`config.mk`:
```
export PLATFORM = sky130hd
export DESIGN_NAME = uart_rx_buffer
export DESIGN_NICKNAME = d
export VERILOG_FILES = /design/src/rtl/uart_rx_buffer.sv
export SDC_FILE = /design/constraint.sdc
export NUM_CORES = 1
export LEC_CHECK = 0
export BUFFER_PORTS_ARGS = -buffer_cell sky130_fd_sc_hd__buf_2
export CORE_UTILIZATION = 55
export DETAILED_ROUTE_END_ITERATION = 6
export GPL_ROUTABILITY_DRIVEN = 0
export MAX_ROUTING_LAYER = met4
export PLACE_DENSITY_LB_ADDON = 0.2
export SLEW_MARGIN = 25
export SYNTH_ARGS = -nofsm -noshare
export SYNTH_HDL_FRONTEND = slang
export SYNTH_SLANG_ARGS = --single-unit
export TNS_END_PERCENT = 5
```
`constraint.sdc`:
```
create_clock -name clk -period 5.1 [get_ports clk]
set_clock_uncertainty 0.15 [all_clocks]
set_input_delay 0.255 -clock clk [delete_from_list [all_inputs] [get_ports clk]]
set_output_delay 0.255 -clock clk [all_outputs]
set_load 0.02 [all_outputs]
```
`src/rtl/uart_rx_buffer.sv`:
```
module uart_rx_buffer #(
  parameter int DEPTH  = 16,
  parameter int BYTE_W = 8
) (
  input  logic              clk,
  input  logic              rst_n,
  input  logic              ser_push_i,
  input  logic [BYTE_W-1:0] ser_byte_i,
  input  logic [2:0]        ser_err_i,
  input  logic              lb_sel_i,
  input  logic              lb_push_i,
  input  logic [BYTE_W-1:0] lb_byte_i,
  input  logic              pop_i,
  input  logic              fifo_en_i,
  input  logic [2:0]        thr_sel_i,
  input  logic              stat_clr_i,
  output logic [BYTE_W+3:0] rd_word_o,
  output logic              rx_full_o,
  output logic              rx_empty_o,
  output logic              tx_empty_o,
  output logic              rx_lvl_irq_o,
  output logic              rx_tmo_irq_o,
  output logic              overrun_o
);

  localparam int AW = (DEPTH > 1) ? $clog2(DEPTH) : 1;
  localparam int CW = $clog2(DEPTH + 1);

  logic [BYTE_W-1:0] mem [DEPTH];
  logic [AW-1:0]     wr_ptr, rd_ptr;
  logic [CW-1:0]     cnt, cnt_nx, depth_eff, thr;
  logic              fen_q, lvl_q, tmo_q;
  logic [3:0]        stat_q, stat_nx;

  logic              flush, push_w, push_ok, pop_ok, drop;
  logic [BYTE_W-1:0] byte_w;
  logic [2:0]        err_w;

  assign flush  = fifo_en_i != fen_q;
  assign push_w = lb_sel_i ? lb_push_i : ser_push_i;
  assign byte_w = lb_sel_i ? lb_byte_i : ser_byte_i;
  assign err_w  = lb_sel_i ? 3'b000 : ser_err_i;

  assign depth_eff = fen_q ? CW'(DEPTH) : CW'(1);

  always_comb begin
    if (!fen_q) thr = CW'(1);
    else begin
      case (thr_sel_i)
        3'd0:    thr = CW'(DEPTH / 8);
        3'd1:    thr = CW'(DEPTH / 4);
        3'd2:    thr = CW'(DEPTH / 2);
        3'd3:    thr = CW'(DEPTH * 3 / 4);
        3'd4:    thr = CW'(DEPTH * 7 / 8);
        default: thr = CW'(DEPTH);
      endcase
    end
  end

  assign pop_ok  = pop_i && (cnt != '0) && !flush;
  assign push_ok = push_w && !flush && ((cnt != depth_eff) || pop_ok);
  assign drop    = push_w && !flush && !push_ok;
  assign cnt_nx  = cnt + CW'(push_ok) - CW'(pop_ok);

  function automatic logic [AW-1:0] ptr_inc(input logic [AW-1:0] p, input logic [CW-1:0] d);
    return (p == AW'(d - CW'(1))) ? '0 : p + AW'(1);
  endfunction

  always_comb begin
    stat_nx = stat_q;
    if (stat_clr_i) stat_nx = '0;
    else if (pop_ok) stat_nx = {stat_q[3], 3'b000};
    if (!flush) begin
      if (push_w) stat_nx[2:0] = stat_nx[2:0] | err_w;
      if (drop)   stat_nx[3]   = 1'b1;
    end
  end

  always_ff @(posedge clk) begin
    if (push_ok) mem[wr_ptr] <= byte_w;
  end

  always_ff @(posedge clk or negedge rst_n) begin
    if (!rst_n) begin
      fen_q  <= 1'b0;
      cnt    <= '0;
      wr_ptr <= '0;
      rd_ptr <= '0;
      lvl_q  <= 1'b0;
      tmo_q  <= 1'b0;
      stat_q <= '0;
    end else begin
      stat_q <= stat_nx;
      if (flush) begin
        fen_q  <= fifo_en_i;
        cnt    <= '0;
        wr_ptr <= '0;
        rd_ptr <= '0;
        lvl_q  <= 1'b0;
        tmo_q  <= 1'b0;
      end else begin
        cnt <= cnt_nx;
        if (push_ok) wr_ptr <= ptr_inc(wr_ptr, depth_eff);
        if (pop_ok)  rd_ptr <= ptr_inc(rd_ptr, depth_eff);
        if (pop_ok && cnt_nx < thr) lvl_q <= 1'b0;
        else if (push_ok && cnt < thr && cnt_nx >= thr) lvl_q <= 1'b1;
        if (push_w && cnt_nx != '0) tmo_q <= 1'b1;
        else if (pop_ok && cnt_nx == '0) tmo_q <= 1'b0;
      end
    end
  end

  assign rd_word_o    = {stat_q, (cnt == '0) ? BYTE_W'(0) : mem[rd_ptr]};
  assign rx_full_o    = cnt == depth_eff;
  assign rx_empty_o   = cnt == '0;
  assign tx_empty_o   = 1'b1;
  assign rx_lvl_irq_o = lvl_q;
  assign rx_tmo_irq_o = tmo_q;
  assign overrun_o    = stat_q[3];


  char_mode_depth_chk: assert property (@(posedge clk) disable iff (!rst_n)
    !fen_q |-> cnt <= CW'(1));


  flush_empties_chk: assert property (@(posedge clk) disable iff (!rst_n)
    flush |=> (rx_empty_o && !rx_lvl_irq_o && !rx_tmo_irq_o));


  lvl_rise_on_push_chk: assert property (@(posedge clk) disable iff (!rst_n)
    $rose(rx_lvl_irq_o) |-> $past(push_ok));


  tmo_needs_data_chk: assert property (@(posedge clk) disable iff (!rst_n)
    rx_tmo_irq_o |-> !rx_empty_o);


  overrun_cause_chk: assert property (@(posedge clk) disable iff (!rst_n)
    $rose(overrun_o) |-> $past(drop));

endmodule

```
After elaboration in Yosys (flattened, before gate mapping)
Memory sizes are Yosys's and may differ from the RTL's.
Cells that the tools add are included.
- reductions and logical operators: 22
- mux-type cells: 27
- bitwise logic cells: 1
- equal/unequal tests: 9
- $lt $le $gt $ge: 3
- $add $sub $neg: 5
- operator list (operator ; number):
    two-way mux 4 bit ; 8
    one-hot mux 5 bit (5 select lines) ; 1
    two-way mux 8 bit ; 2
    two-way mux 5 bit ; 3
    logical AND 1 bit ; 10
    logical NOT 5 bit ; 2
    < comparator 5 bit ; 2
    two-way mux 1 bit ; 10
    nonzero test 5 bit ; 2
    two-way mux 3 bit ; 3
    adder 4 x 1 -> 4 bit (second input constant) ; 2
    equality test 4 bit ; 2
    equality test 3 x 2 -> 1 bit (second input constant) ; 2
    nonzero test 3 bit ; 2
    adder 5 x 1 -> 5 bit ; 1
    equality test 5 bit ; 1
    greater-or-equal comparator 5 bit ; 1
    inequality test 5 bit ; 1
    subtractor 5 x 1 -> 5 bit ; 1
    nonzero test 2 bit ; 2
    subtractor 4 x 1 -> 4 bit (second input constant) ; 1
    equality test 3 x 1 -> 1 bit (second input constant) ; 1
    equality test 3 bit (second input constant) ; 1
    logical NOT 3 bit ; 1
    4 further kinds ; 5
- input port bits: 30
- RAM bits: 128
- output and inout bits: 18
- memories kept: 1
- register bits after elaboration: 20
- logic and storage cells: 75
- memories (memory ; depth ; width ; read ports ; clocked after memory_dff ; wr ports ; line ; RTL):
    mem ; 16 ; 8 ; 1 ; 0 ; 1 ; 29 ; logic [BYTE_W-1:0] mem [DEPTH];

Depth between registers and ports, before layout
Gate-level depths: netlist (run 1).
- depth in word-level cells: 12
- mapped depth: 22
- mapped depth without buffers: 21

Worst setup path before layout (run 1)
Ideal clock, no wire load.
- path type: flip-flop to flip-flop
- start: reg cnt[3]
- end: reg lvl_q (netlist: rx_lvl_irq_o)
- path slack: 1.171 ns
- required time: 4.883 ns
- data arrival time: 3.711 ns
- cell stages (with the launch flop): 23
- library setup time: 0.067 ns
- period minus slack after synthesis: 3.929 ns
- buffers on the path: 1
- cell sequence: dfrtp_1 -> inv_1 -> ha_1 -> or4b_4 -> and2_4 -> buf_6 -> nor3_2 -> a21oi_1 -> nor2_2 -> ha_1 -> inv_1 -> fa_1 -> inv_1 -> a21oi_1 -> o21bai_1 -> xnor2_1 -> inv_1 -> ha_1 -> nand2_1 -> o21ai_0 -> nor2_1 -> nor3b_1 -> o221a_1
- cells in the longest elaborated chain, start to end: 11
- elaborated cells between the ends (all ways): 17
- those cells by class: add/sub: 2; order compare: 3; eq/ne: 1; mux: 2; reduce/logical: 9
- ends and longest elaborated chain (what ; line ; RTL):
    from (decl) ; 31 ; logic [CW-1:0] cnt, cnt_nx, depth_eff, thr;
    from (signal assigned) ; 102 ; cnt <= cnt_nx;
    nonzero test 5 bit ; 60 ; assign pop_ok = pop_i && (cnt != '0) && !flush;
    logical AND 1 bit (2 in a row) ; 60 ;
    logical OR 1 bit ; 61 ; assign push_ok = push_w && !flush && ((cnt != depth_eff) || pop_ok);
    logical AND 1 bit ; 61 ;
    adder 5 x 1 -> 5 bit ; 63 ; assign cnt_nx = cnt + CW'(push_ok) - CW'(pop_ok);
    subtractor 5 x 1 -> 5 bit ; 63 ;
    < comparator 5 bit ; 105 ; if (pop_ok && cnt_nx < thr) lvl_q <= 1'b0;
    logical AND 1 bit ; 105 ;
    two-way mux 1 bit ; 105 ;
    two-way mux 1 bit ; 94 ; if (flush) begin
    to (signal assigned) ; 99 ; lvl_q <= 1'b0;
    to (signal assigned) ; 105 ;
    to (signal assigned) ; 106 ; else if (push_ok && cnt < thr && cnt_nx >= thr) lvl_q <= 1'b1;
    to (decl) ; 32 ; logic fen_q, lvl_q, tmo_q;
Several ways; a longest one is shown, not always the timed one.
A chain may end at the register's enable or synchronous reset.

Final worst setup path (run 1)
Same ends and word-level chain as after synthesis.

==> results of run 1 <==
[cells by family after synthesis]
logic type	after synthesis
fa+ha+maj	21
other cells	1
xor+xnor	9
compound gates	41
simple gates	70
mux	59
buf+inv	39
flops	148
[final cells by class]
type	count	area, µm²
Clock buffer	20	437
Clock inverter	8	65.1
Fill cell	796	4090
Inverter	17	63.8
Multi-Input combinational cell	201	2070
Sequential cell	148	4350
Tap cell	143	179
Timing Repair Buffer	55	313
[timing repair]
item                                   in CTS  in global routing
setup endpoints to repair                   0                  0
resized for setup                           0                  0
hold buffers                                6                  0
endpoints found under the hold margin      25                  0
[tightest hold or removal path, cell delays in order]
cell and delay, ns:
buf_2 0.12, nand2_4 0.10, nand2_1 0.08, o22ai_1 0.06
[cell usage after synthesis (2+ instances only)]
library cell  number  share of area, %
dfrtp_1           20               7.6
mux4_2            32                11
mux2_2             9               1.5
buf_6              4              0.68
nor3_1             2              0.15
and3_1             4              0.38
a21oi_1            9              0.68
edfxtp_1         128                58
mux2i_1           18               2.7
nand2_1            8              0.45
ha_1              20               3.8
a22o_1             3              0.40
o21ai_0            6              0.45
and3b_1            2              0.26
nand3_1            3              0.23
nor2b_1            3              0.28
o31ai_1            2              0.23
buf_4              4              0.45
o22ai_1           10              0.95
and2_1             9              0.85
xnor2_1            7              0.93
nand2b_1           3              0.28
and4_1             6              0.79
nor3b_1            3              0.34
nor2_1            16              0.91
inv_1             17              0.96
clkbuf_1           8              0.45
buf_2              5              0.38
[routing by layer]
layer / track usage, % / routed length, µm / up-vias
li1: - / - / 1621
met1: 29.1 / 5500 / 1810
met2: 36.6 / 6510 / 80
met3: 4.63 / 377 / 19
met4: 8.92 / 179 / 0
met5: - / 0 / -
[power by group through the flow]
stage,Sequential (µW),Clock [µW],Combinational [µW]
after floorplan,1440,0,751
after global placement,1460,0,933
after detailed placement,1460,0,942
after CTS,1440,1090,951
after global routing,1450,1150,1050
final,1440,1080,940
[sequential cells by signal, summed over array words and instances, names as in the netlist]
register,cells
stat_q,4
rx_lvl_irq_o,1
cnt,5
rd_ptr,4
wr_ptr,4
mem,128
fen_q,1
rx_tmo_irq_o,1
[per-stage QoR]
step | hold slack [ns] | utilization (%) | setup WS (ns) | area (µm²) | total power [µW]
finish | 0.0970 | 64.6 | 0.926 | 7480 | 3460
global route | 0.116 | 64.6 | 0.554 | 7480 | 3640
CTS | 0.0895 | 64.6 | 0.904 | 7470 | 3480
detailed placement | 0.0978 | 59.8 | 0.926 | 6910 | 2400
global placement | 0.0876 | 59.8 | 1.06 | 6910 | 2390
floorplan | -0.191 | - | 1.17 | 6610 | 2190
[path summary, 6_finish.rpt]
kind,end,cells past startpoint
setup / recovery,rx_lvl_irq_o,21
hold / removal,stat_q[3],4
setup reg to reg,rx_lvl_irq_o,21
hold reg to reg,stat_q[1],1
max in group asynchronous,rd_ptr[1],2
min in group asynchronous,cnt[3],2
==> summary.md, run 1 <==
| Metric | Value |
|---|---|
| Status | `finished with violations` |
| Failing checks | `design-rule violations` |
| Worst skew pair latency | `0.42 ns` |
| CP max FO | `6` |
| Peak Freq | `240 MHz` |
| Total Wirelength | `about 13,000 µm` |
| Reg2reg start | `cnt[3]` |
| Die X | `112 µm` |
| Fin crit period | `4.17 ns` |
| Root buf cell | `clkbuf_16` |
| Layout cell share with drive strength beyond 1 | `between 20% and 30%` |
| Final Setup Violations | `0` |
| Clk sinks | `148` |
| Vias per inst | `around 6.0` |
| Pre-antenna DRT Iters | `6` |
| # rows | `39` |
| Worst Tran Pin Value | `between 0.6 and 0.7 ns` |
| Max capacitance violation total | `0` |
| Main combinational cell family by area after synthesis | `multiplexers` |
| Synth Flop Type | `edfxtp_1` |
| WS Path Type | `register to register` |
| Pleak | `around 0.0026 µW` |
| Final #Nets | `between 400 and 500` |
| Crit path largest cell delay | `roughly 0.52 ns` |
| Ys async rst share | `13.5%` |
| Height of the chip | `around 110 µm` |
| Cells after synthesis | `~390` |
| Total GRT Usage | `22.9%` |
| Area delta synth->final | `13.1%` |
| Number of global-route vias before repair | `between 3,000 and 4,000` |
| Hold_sp | `pop_i` |
| IO Pins | `48` |
| Commonest non-fill, non-tap cell in the layout | `edfxtp_1` |
| Worst-case vdd ir drop | `roughly 0.46 mV` |
| Psw | `just over 1000 µW` |
| Crit end category | `register` |
| ANT cells | `0` |
| Commonest cells after routing, fill and taps aside | `edfxtp_1 (128), buf_2 (46), mux4_2 (32), ha_1 (20), mux2i_1 (18)` |
| CTS tree | `done` |
| Final worst path period share | `roughly 80%` |
| RSZ-0062 raised after global routing | `no` |
| # H-tree levels | `4` |
| Combinational power share | `27.2%` |
| Sequential area share after synthesis | `between 60% and 70%` |
| Postcts setup bufs | `0` |
| Mean Syn Cell Area | `17.0 µm²` |
| Max Root-Sink Buffers | `2` |
| Crit path DAT | `4.38 ns` |
| Slowest-stage cell, CP | `or4b_4` |
| Drc violations | `6` |
| Startpoint types | `register` |
| Final antenna-violating net count | `0` |
| Internal | `about 2400 µW` |
| Initial Util | `a little under three fifths` |
| DR WL/cell | `about 21 µm` |
| First-pass GRT wire length | `around 20,000 µm` |
| Worst min-delay path category | `input port to register` |
| Core Box Area | `approximately 12,000 µm²` |
| Final Slew Violations | `0` |
| Via count | `~3,500` |
| Mux cell area share after synthesis | `between 10% and 20%` |
| IO Port Bufs | `between 40 and 50` |
| Top delay family on crit path | `simple AND/OR/NAND/NOR gates` |
| Slew headroom | `between 50 and 60%` |
| Xor and xnor area share after synthesis | `under 10%` |
| Setup TNS | `0 ns` |
| # placed instances | `around 560` |
| Gr ovfl total | `0` |
| Power share of the clock group | `31.3%` |
| Post-Synth Adder-Cell Area | `4.09%` |
| Setup crit start | `cnt[3]` |
| Post-synth EDFFs | `roughly 130` |
| Initial antenna violation count | `0` |
| Cell variety after synth | `55` |
| Reg2reg setup slack | `0.93 ns` |
| Sw Ratio | `slightly below 30%` |
| Synthesis warning total | `0` |
| Post-synthesis compound-gate area fraction | `about 4.3%` |
| CTS clk-pin slew, worst paths | `around 0.06 ns` |
| Ordered list of cells on the worst path | `inv_1 > ha_1 > or4b_4 > and2_4 > nor3_2 > a21oi_1 > nor2_2 > ha_1 > inv_1 > fa_1 > inv_1 > a21oi_1 > o21bai_1 > xnor2_1 > inv_1 > ha_1 > nand2_1 > o21ai_0 > nor2_1 > nor3b_1 > o221a_1` |
| CTS Buf Count | `17` |
| Worst path buffer plus inverter count | `4` |
| Sequential power share | `between 40% and 50%` |
| Final hold vios | `0` |
| Flops & latches, synth | `148` |
| Pwr dens | `about 460 nW/µm²` |
| Fin cells | `~600` |
| Worst Path Required | `roughly 5.3 ns` |
| Iteration-0 DRC Markers | `roughly 270` |
| Post-DP HPWL | `8350 µm` |
| Most used cell along the critical path | `inv_1` |
| Post-Syn Area | `6610 µm²` |
| Largest net degree at the start of global routing | `24` |
| Die ar. | `~12,000 µm²` |
| Total nets after synthesis | `~440` |
| Post-Synth Simple-Gate Area | `under 10%` |
(Power assumes the default switching activity.)
==> run 2: changes to the inputs <==
- clock period: 5.1 -> 4.1 ns (I/O delays scaled with it)
==> run 2 against run 1 <==
Net effect: the run still ends with design-rule violations left; routed wire length increased by 5.1%; via count increased by 2.4%; cell count increased by 2.2%; fmax increased by 3.0%; die area unchanged; combinational power increased by 45%; core utilization increased by 1.9 points; count of clock-buffer cells in the layout decreased by 3; first-iteration DRC count increased by 6.4%; critical path type unchanged; critical endpoint unchanged.
==> summary.md, run 2 (synthesis gave the netlist of run 1 again) <==
| Metric | Value |
|---|---|
| Total Wirelength | `13,200 µm (+5.1%)` |
| Final worst path period share | `98.8% (+17 points)` |
| Root buf cell | `clkbuf_16` |
| Worst min-delay path category | `input port to register` |
| Pleak | `0.00273 µW (+3.4%)` |
| IO Port Bufs | `46 (unchanged)` |
| Top Metal Used | `met4` |
| Commonest non-fill, non-tap cell in the layout | `edfxtp_1` |
| Final Worst Setup Slack | `0.0486 ns (-0.877 ns)` |
| Final Slew Violations | `0 (unchanged)` |
| Sw Ratio | `30.7% (+1.1 points)` |
| RSZ-0062 raised after global routing | `yes` |
| Initial Util | `57.2% (unchanged)` |
| Pre-antenna DRT Iters | `6 (unchanged)` |
| Top delay family on crit path | `simple AND/OR/NAND/NOR gates` |
| Slowest-stage cell, CP | `or4b_4` |
| WL met3 | `491 µm (+30%)` |
| Met2 wire len | `7010 µm (+7.6%)` |
| Worst path buffer plus inverter count | `4 (unchanged)` |
| Fin crit period | `4.05 ns (-0.123 ns)` |
| Number of global-route vias before repair | `3,733 (+1.2%)` |
| Largest register FFs | `128 (unchanged)` |
| Gr ovfl total | `0 (unchanged)` |
| Fin area | `7700 µm² (+3.0%)` |
| Final #Nets | `500 (+1.8%)` |
| Crit path largest cell delay | `0.46 ns (-0.06 ns)` |
| Ordered list of cells on the worst path | `inv_2 > ha_4 > or4b_4 > and2_4 > nor3_4 > a21oi_2 > nor2_2 > ha_2 > inv_2 > fa_2 > inv_2 > a21oi_2 > o21bai_1 > xnor2_1 > inv_1 > ha_4 > nand4_1 > a21oi_2 > nor2_1 > nor3b_2 > o221a_1` |
| Biggest regs | `mem: 128 flops, cnt: 5 flops` |
| CTS tree | `done` |
| ANT cells | `0 (unchanged)` |
| Fin cells | `605 (+2.2%)` |
| Psw | `1460 µW (+42%)` |
| Max Root-Sink Buffers | `2 (unchanged)` |
| Largest net degree at the start of global routing | `32 (+33%)` |
| CTS Buf Count | `17 (unchanged)` |
| First-pass GRT wire length | `20,600 µm (+2.4%)` |
| CTS clk-pin slew, worst paths | `0.06 ns (about the same)` |
| # rows | `39 (unchanged)` |
| Clk sinks | `148 (unchanged)` |
| Max capacitance violation total | `0 (unchanged)` |
| Fill count | `772 (-3.0%)` |
| Iteration-0 DRC Markers | `282 (+6.4%)` |
| CP max FO | `3 (-3)` |
| Met1 WL | `5460 µm (-0.73%)` |
| Vias per inst | `5.98 (+0.21%)` |
| Failing checks | `design-rule violations` |
| Worst Tran Pin Value | `0.626 ns (+0.00826 ns)` |
| Sequential power share | `38.1% (-3.5 points)` |
| Biggest register | `mem` |
| Via count | `3,615 (+2.4%)` |
| Worst skew pair latency | `0.42 ns (about the same)` |
| # H-tree levels | `4 (unchanged)` |
| DR WL/cell | `21.8 µm (+2.9%)` |
| Worst-case vdd ir drop | `0.447 mV (-3.6%)` |
| Crit path DAT | `4.25 ns (-0.13 ns)` |
| Die X | `112 µm (unchanged)` |
| Commonest cells after routing, fill and taps aside | `edfxtp_1 (128), buf_2 (46), mux4_2 (32), mux2i_1 (18), dfrtp_1 (18)` |
| Area delta synth->final | `16.4%` |
| Final Setup Violations | `0 (unchanged)` |
| Core Box Area | `11,600 µm² (unchanged)` |
| Startpoint types | `register` |
| Pwr dens | `616 nW/µm² (+33%)` |
| Crit end category | `register` |
| Initial antenna violation count | `0 (unchanged)` |
| Total GRT Usage | `23.6% (+0.70 points)` |
| Worst Path Required | `4.30 ns (-1.00 ns)` |
| Post-DP HPWL | `8390 µm (+0.46%)` |
| Final hold vios | `0 (unchanged)` |
| Internal | `3280 µW (+35%)` |
| IO Pins | `48 (unchanged)` |
| Final antenna-violating net count | `0 (unchanged)` |
| # placed instances | `561 (+0.54%)` |
| Die ar. | `12,500 µm² (unchanged)` |
| Status | `finished with violations` |
| DP Area | `6930 µm² (+0.33%)` |
| Power share of the clock group | `33.2% (+1.9 points)` |
| Final core occ | `66.6% (+1.9 points)` |
| Combinational power share | `28.8% (+1.6 points)` |
| Height of the chip | `112 µm (unchanged)` |
| Drc violations | `3 (-3)` |
| Hold slack | `0.0458 ns (-0.0512 ns)` |
| WS Path Type | `register to register` |
| Peak Freq | `247 MHz (+3.0%)` |
| Place WS | `-0.0648 ns (-0.990 ns)` |
| Layout cell share with drive strength beyond 1 | `33.1% (+5.3 points)` |
| Slew headroom | `58.3% (-0.55 points)` |
==> run 2: metal layers <==
metal  GRT usage (%)  up-vias
met5               -        -
met1            28.5     1868
met2            38.7       83
met3            5.55       25
li1                -     1639
met4            9.37        0
==> run 2: through the flow <==
step,TNS [ns],power [µW]
2_1_floorplan,0,2720
3_3_place_gp,0,3000
3_5_place_dp,-0.0648,3030
4_1_cts,0,4640
5_1_grt,-0.107,4950
6_report,0,4740
==> run 2: cell type report <==
type                    instances  area (µm²)  area share [%]
clock buffers                  17         425            5.52
clock inverters                15         179            2.32
inverters                      17        63.8           0.829
multi-input cells             201        2120            27.6
flip-flops and latches        148        4350            56.5
well taps                     143         179            2.32
repair buffers                 64         380            4.94
==> run 2: power groups by stage <==
stage	Combinational [µW]	Sequential, µW	Clock (µW)
after floorplan	934	1790	0
after global placement	1170	1830	0
after detailed placement	1190	1840	0
after CTS	1250	1800	1590
after global routing	1480	1820	1650
final	1360	1800	1570
==> run 2: path summary, 6_finish.rpt <==
check | from | end | slack, ns | cells past startpoint
worst max-delay path | cnt[3] | rx_lvl_irq_o | 0.05 | 21
worst min-delay path | pop_i | stat_q[3] | 0.05 | 4
min in group asynchronous | rst_n | cnt[4] | 0.15 | 2
worst max register to register | cnt[3] | rx_lvl_irq_o | 0.05 | 21
max in group asynchronous | rst_n | rd_ptr[0] | 3.26 | 2
worst min register to register | stat_q[2] | stat_q[2] | 0.35 | 1
==> run 2: what timing repair did <==
action / CTS / global route
pin swaps: 2 / 13
endpoints found under the setup margin: 1 / 1
gates resized for setup: 2 / 13
endpoints found under the hold margin: 25 / 0
hold buffers: 6 / 0
buffers inserted: 1 / 5
==> run 2: worst min-delay path, delay by kind of cell <==
kind            cells  cell delay (ns)
buf+inv             1             0.12
compound gates      1             0.06
simple gates        2             0.19
==> run 3: changes to the inputs <==
- GPL_TIMING_DRIVEN: unset -> 1
- PLACE_DENSITY: unset -> 0.74
- PLACE_DENSITY_LB_ADDON: 0.2 -> unset
==> run 3 against run 2 <==
Net effect: the run still ends with design-rule violations left; global-route usage up 0.30 points; critical path depth unchanged; combinational power about the same; worst hold slack improved by 0.015 ns; first-iteration DRC count is 7.4% lower; via count increased by 0.39%; flip-flop and latch count unchanged.
==> summary.md, run 3 (synthesis gave the netlist of run 1 again) <==
| Metric | Value |
|---|---|
| Place WS | `-0.0196 ns (+0.0452 ns)` |
| Vias per inst | `6.00 (+0.39%)` |
| Final Slew Violations | `0 (unchanged)` |
| Worst Path Required | `4.31 ns (about the same)` |
| Pleak | `0.00275 µW (+0.73%)` |
| Commonest cells after routing, fill and taps aside | `edfxtp_1 (128), buf_2 (46), mux4_2 (32), mux2i_1 (18), dfrtp_1 (18)` |
| Biggest regs | `mem: 128 flops, cnt: 5 flops` |
| DR WL/cell | `22.2 µm (+1.6%)` |
| CTS tree | `done` |
| Fin crit period | `3.93 ns (-0.122 ns)` |
| Crit path largest cell delay | `0.45 ns (about the same)` |
| Sw Ratio | `29.5% (-1.2 points)` |
| # placed instances | `561 (unchanged)` |
| Fin cells | `605 (unchanged)` |
| Slowest-stage cell, CP | `or4b_4` |
| Crit end category | `register` |
| Failing checks | `design-rule violations` |
| Setup TNS | `0 ns (unchanged)` |
| Startpoint types | `register` |
| CTS Buf Count | `17 (unchanged)` |
| Core Box Area | `11,600 µm² (unchanged)` |
| Initial Util | `57.2% (unchanged)` |
| RSZ-0062 raised after global routing | `yes` |
| Pwr dens | `622 nW/µm² (+1.1%)` |
| Final core occ | `66.8% (+0.22 points)` |
| Final antenna-violating net count | `0 (unchanged)` |
| Die ar. | `12,500 µm² (unchanged)` |
| Peak Freq | `255 MHz (+3.1%)` |
| Largest net degree at the start of global routing | `30 (-6.3%)` |
| Psw | `1420 µW (-2.6%)` |
| Internal | `3390 µW (+3.2%)` |
| IO Port Bufs | `46 (unchanged)` |
| Final hold vios | `0 (unchanged)` |
| Gr ovfl total | `0 (unchanged)` |
| Number of global-route vias before repair | `3,638 (-2.5%)` |
| Clk sinks | `148 (unchanged)` |
| Total GRT Usage | `23.9% (+0.30 points)` |
| Initial antenna violation count | `0 (unchanged)` |
| CP max FO | `3 (unchanged)` |
| Combinational power share | `27.8% (-1.0 points)` |
| Most used cell along the critical path | `inv_2` |
| # H-tree levels | `4 (unchanged)` |
| Drc violations | `3 (unchanged)` |
| Commonest non-fill, non-tap cell in the layout | `edfxtp_1` |
| Slew headroom | `35.5% (-23 points)` |
| Crit path DAT | `4.14 ns (-0.11 ns)` |
| IO Pins | `48 (unchanged)` |
| First-pass GRT wire length | `20,500 µm (-0.30%)` |
| Biggest register | `mem` |
| CTS clk-pin slew, worst paths | `0.06 ns (about the same)` |
| Max Root-Sink Buffers | `2 (unchanged)` |
| Final #Nets | `501 (+0.20%)` |
| Final worst path period share | `95.8% (-3.0 points)` |
| Area delta synth->final | `16.8%` |
| WS Path Type | `register to register` |
| Sequential power share | `37.6% (-0.5 points)` |
| Max capacitance violation total | `0 (unchanged)` |
| Post-DP HPWL | `8480 µm (+1.0%)` |
| Hold slack | `0.0610 ns (+0.0152 ns)` |
| Final Worst Setup Slack | `0.171 ns (+0.122 ns)` |
| # rows | `39 (unchanged)` |
| Total Wirelength | `13,400 µm (+1.6%)` |
| Height of the chip | `112 µm (unchanged)` |
| ANT cells | `0 (unchanged)` |
| Final Setup Violations | `0 (unchanged)` |
| Largest register FFs | `128 (unchanged)` |
| Via count | `3,629 (+0.39%)` |
| Power share of the clock group | `34.6% (+1.4 points)` |
| Pre-antenna DRT Iters | `7 (+1)` |
| Die X | `112 µm (unchanged)` |
| Root buf cell | `clkbuf_16` |
| Worst skew pair latency | `0.42 ns (about the same)` |
| Status | `finished with violations` |
| Layout cell share with drive strength beyond 1 | `32.7% (-0.43 points)` |
| Worst Tran Pin Value | `0.968 ns (+0.342 ns)` |
| Worst min-delay path category | `input port to register` |
| Ordered list of cells on the worst path | `inv_2 > ha_4 > or4b_4 > and2_4 > nor3_2 > a21oi_1 > nor2_2 > ha_2 > inv_2 > fa_2 > inv_2 > a21oi_2 > o21bai_1 > xnor2_1 > inv_1 > ha_4 > nand4_1 > a21oi_1 > nor2_1 > nor3b_2 > o221a_1` |
| Iteration-0 DRC Markers | `261 (-7.4%)` |
| Worst-case vdd ir drop | `0.531 mV (+19%)` |
-- run 3: critical path, delay by kind of cell, from the launching register on --
family                   cells  cell delay (ns)
flip-flops                   1             0.41
AO/OA/AOI/OAI                5             0.60
buffers and inverters        4             0.33
XOR/XNOR                     1             0.19
AND/OR/NAND/NOR              7             1.20
adder cells (fa/ha/maj)      4             1.00
-- run 3: path summary, 6_finish.rpt --
check	cells after the start	slack, ns	to	startpoint
hold / removal	4	0.06	stat_q[3]	pop_i
min in group asynchronous	2	0.12	rx_tmo_irq_o	rst_n
setup reg to reg	21	0.17	rx_lvl_irq_o	cnt[3]
hold reg to reg	1	0.35	stat_q[0]	stat_q[0]
setup / recovery	21	0.17	rx_lvl_irq_o	cnt[3]
max in group asynchronous	2	3.33	rd_ptr[3]	rst_n
-- run 3: layer usage --
layer	GRT usage [%]	wire length, µm	vias up
met5	-	0	-
met4	8.92	229	0
met3	4.79	753	17
met2	38.8	7100	103
met1	30.1	5350	1866
li1	-	-	1643
-- run 3: repair_timing --
| item | 4_1_cts | 5_1_grt |
|---|---|---|
| hold buffers | 6 | 0 |
| buffers inserted | 0 | 7 |
| gates resized for setup | 1 | 11 |
| pin swaps | 0 | 13 |
| hold endpoints to repair | 25 | 0 |
| endpoints found under the setup margin | 1 | 1 |
-- run 3: final cells by class --
type	instances	area (µm²)
clock inverter	13	209
fill	770	3840
timing repair buffer	65	388
inverter	17	63.8
sequential	148	4350
multi-input combinational	201	2110
clock buffer	18	429
tap	143	179
-- run 3: power groups by stage --
stage	Sequential (µW)	Combinational (µW)	Clock, µW
final	1810	1340	1660
after global routing	1820	1460	1740
after detailed placement	1840	1200	0
after global placement	1830	1160	0
after CTS	1810	1220	1680
after floorplan	1790	934	0
-- run 3: stage by stage --
stage | area [µm²] | power [µW]
2_1_floorplan | 6610 | 2720
5_1_grt | 7720 | 5020
4_1_cts | 7630 | 4700
3_5_place_dp | 6930 | 3030
3_3_place_gp | 6930 | 2990
6_report | 7720 | 4810
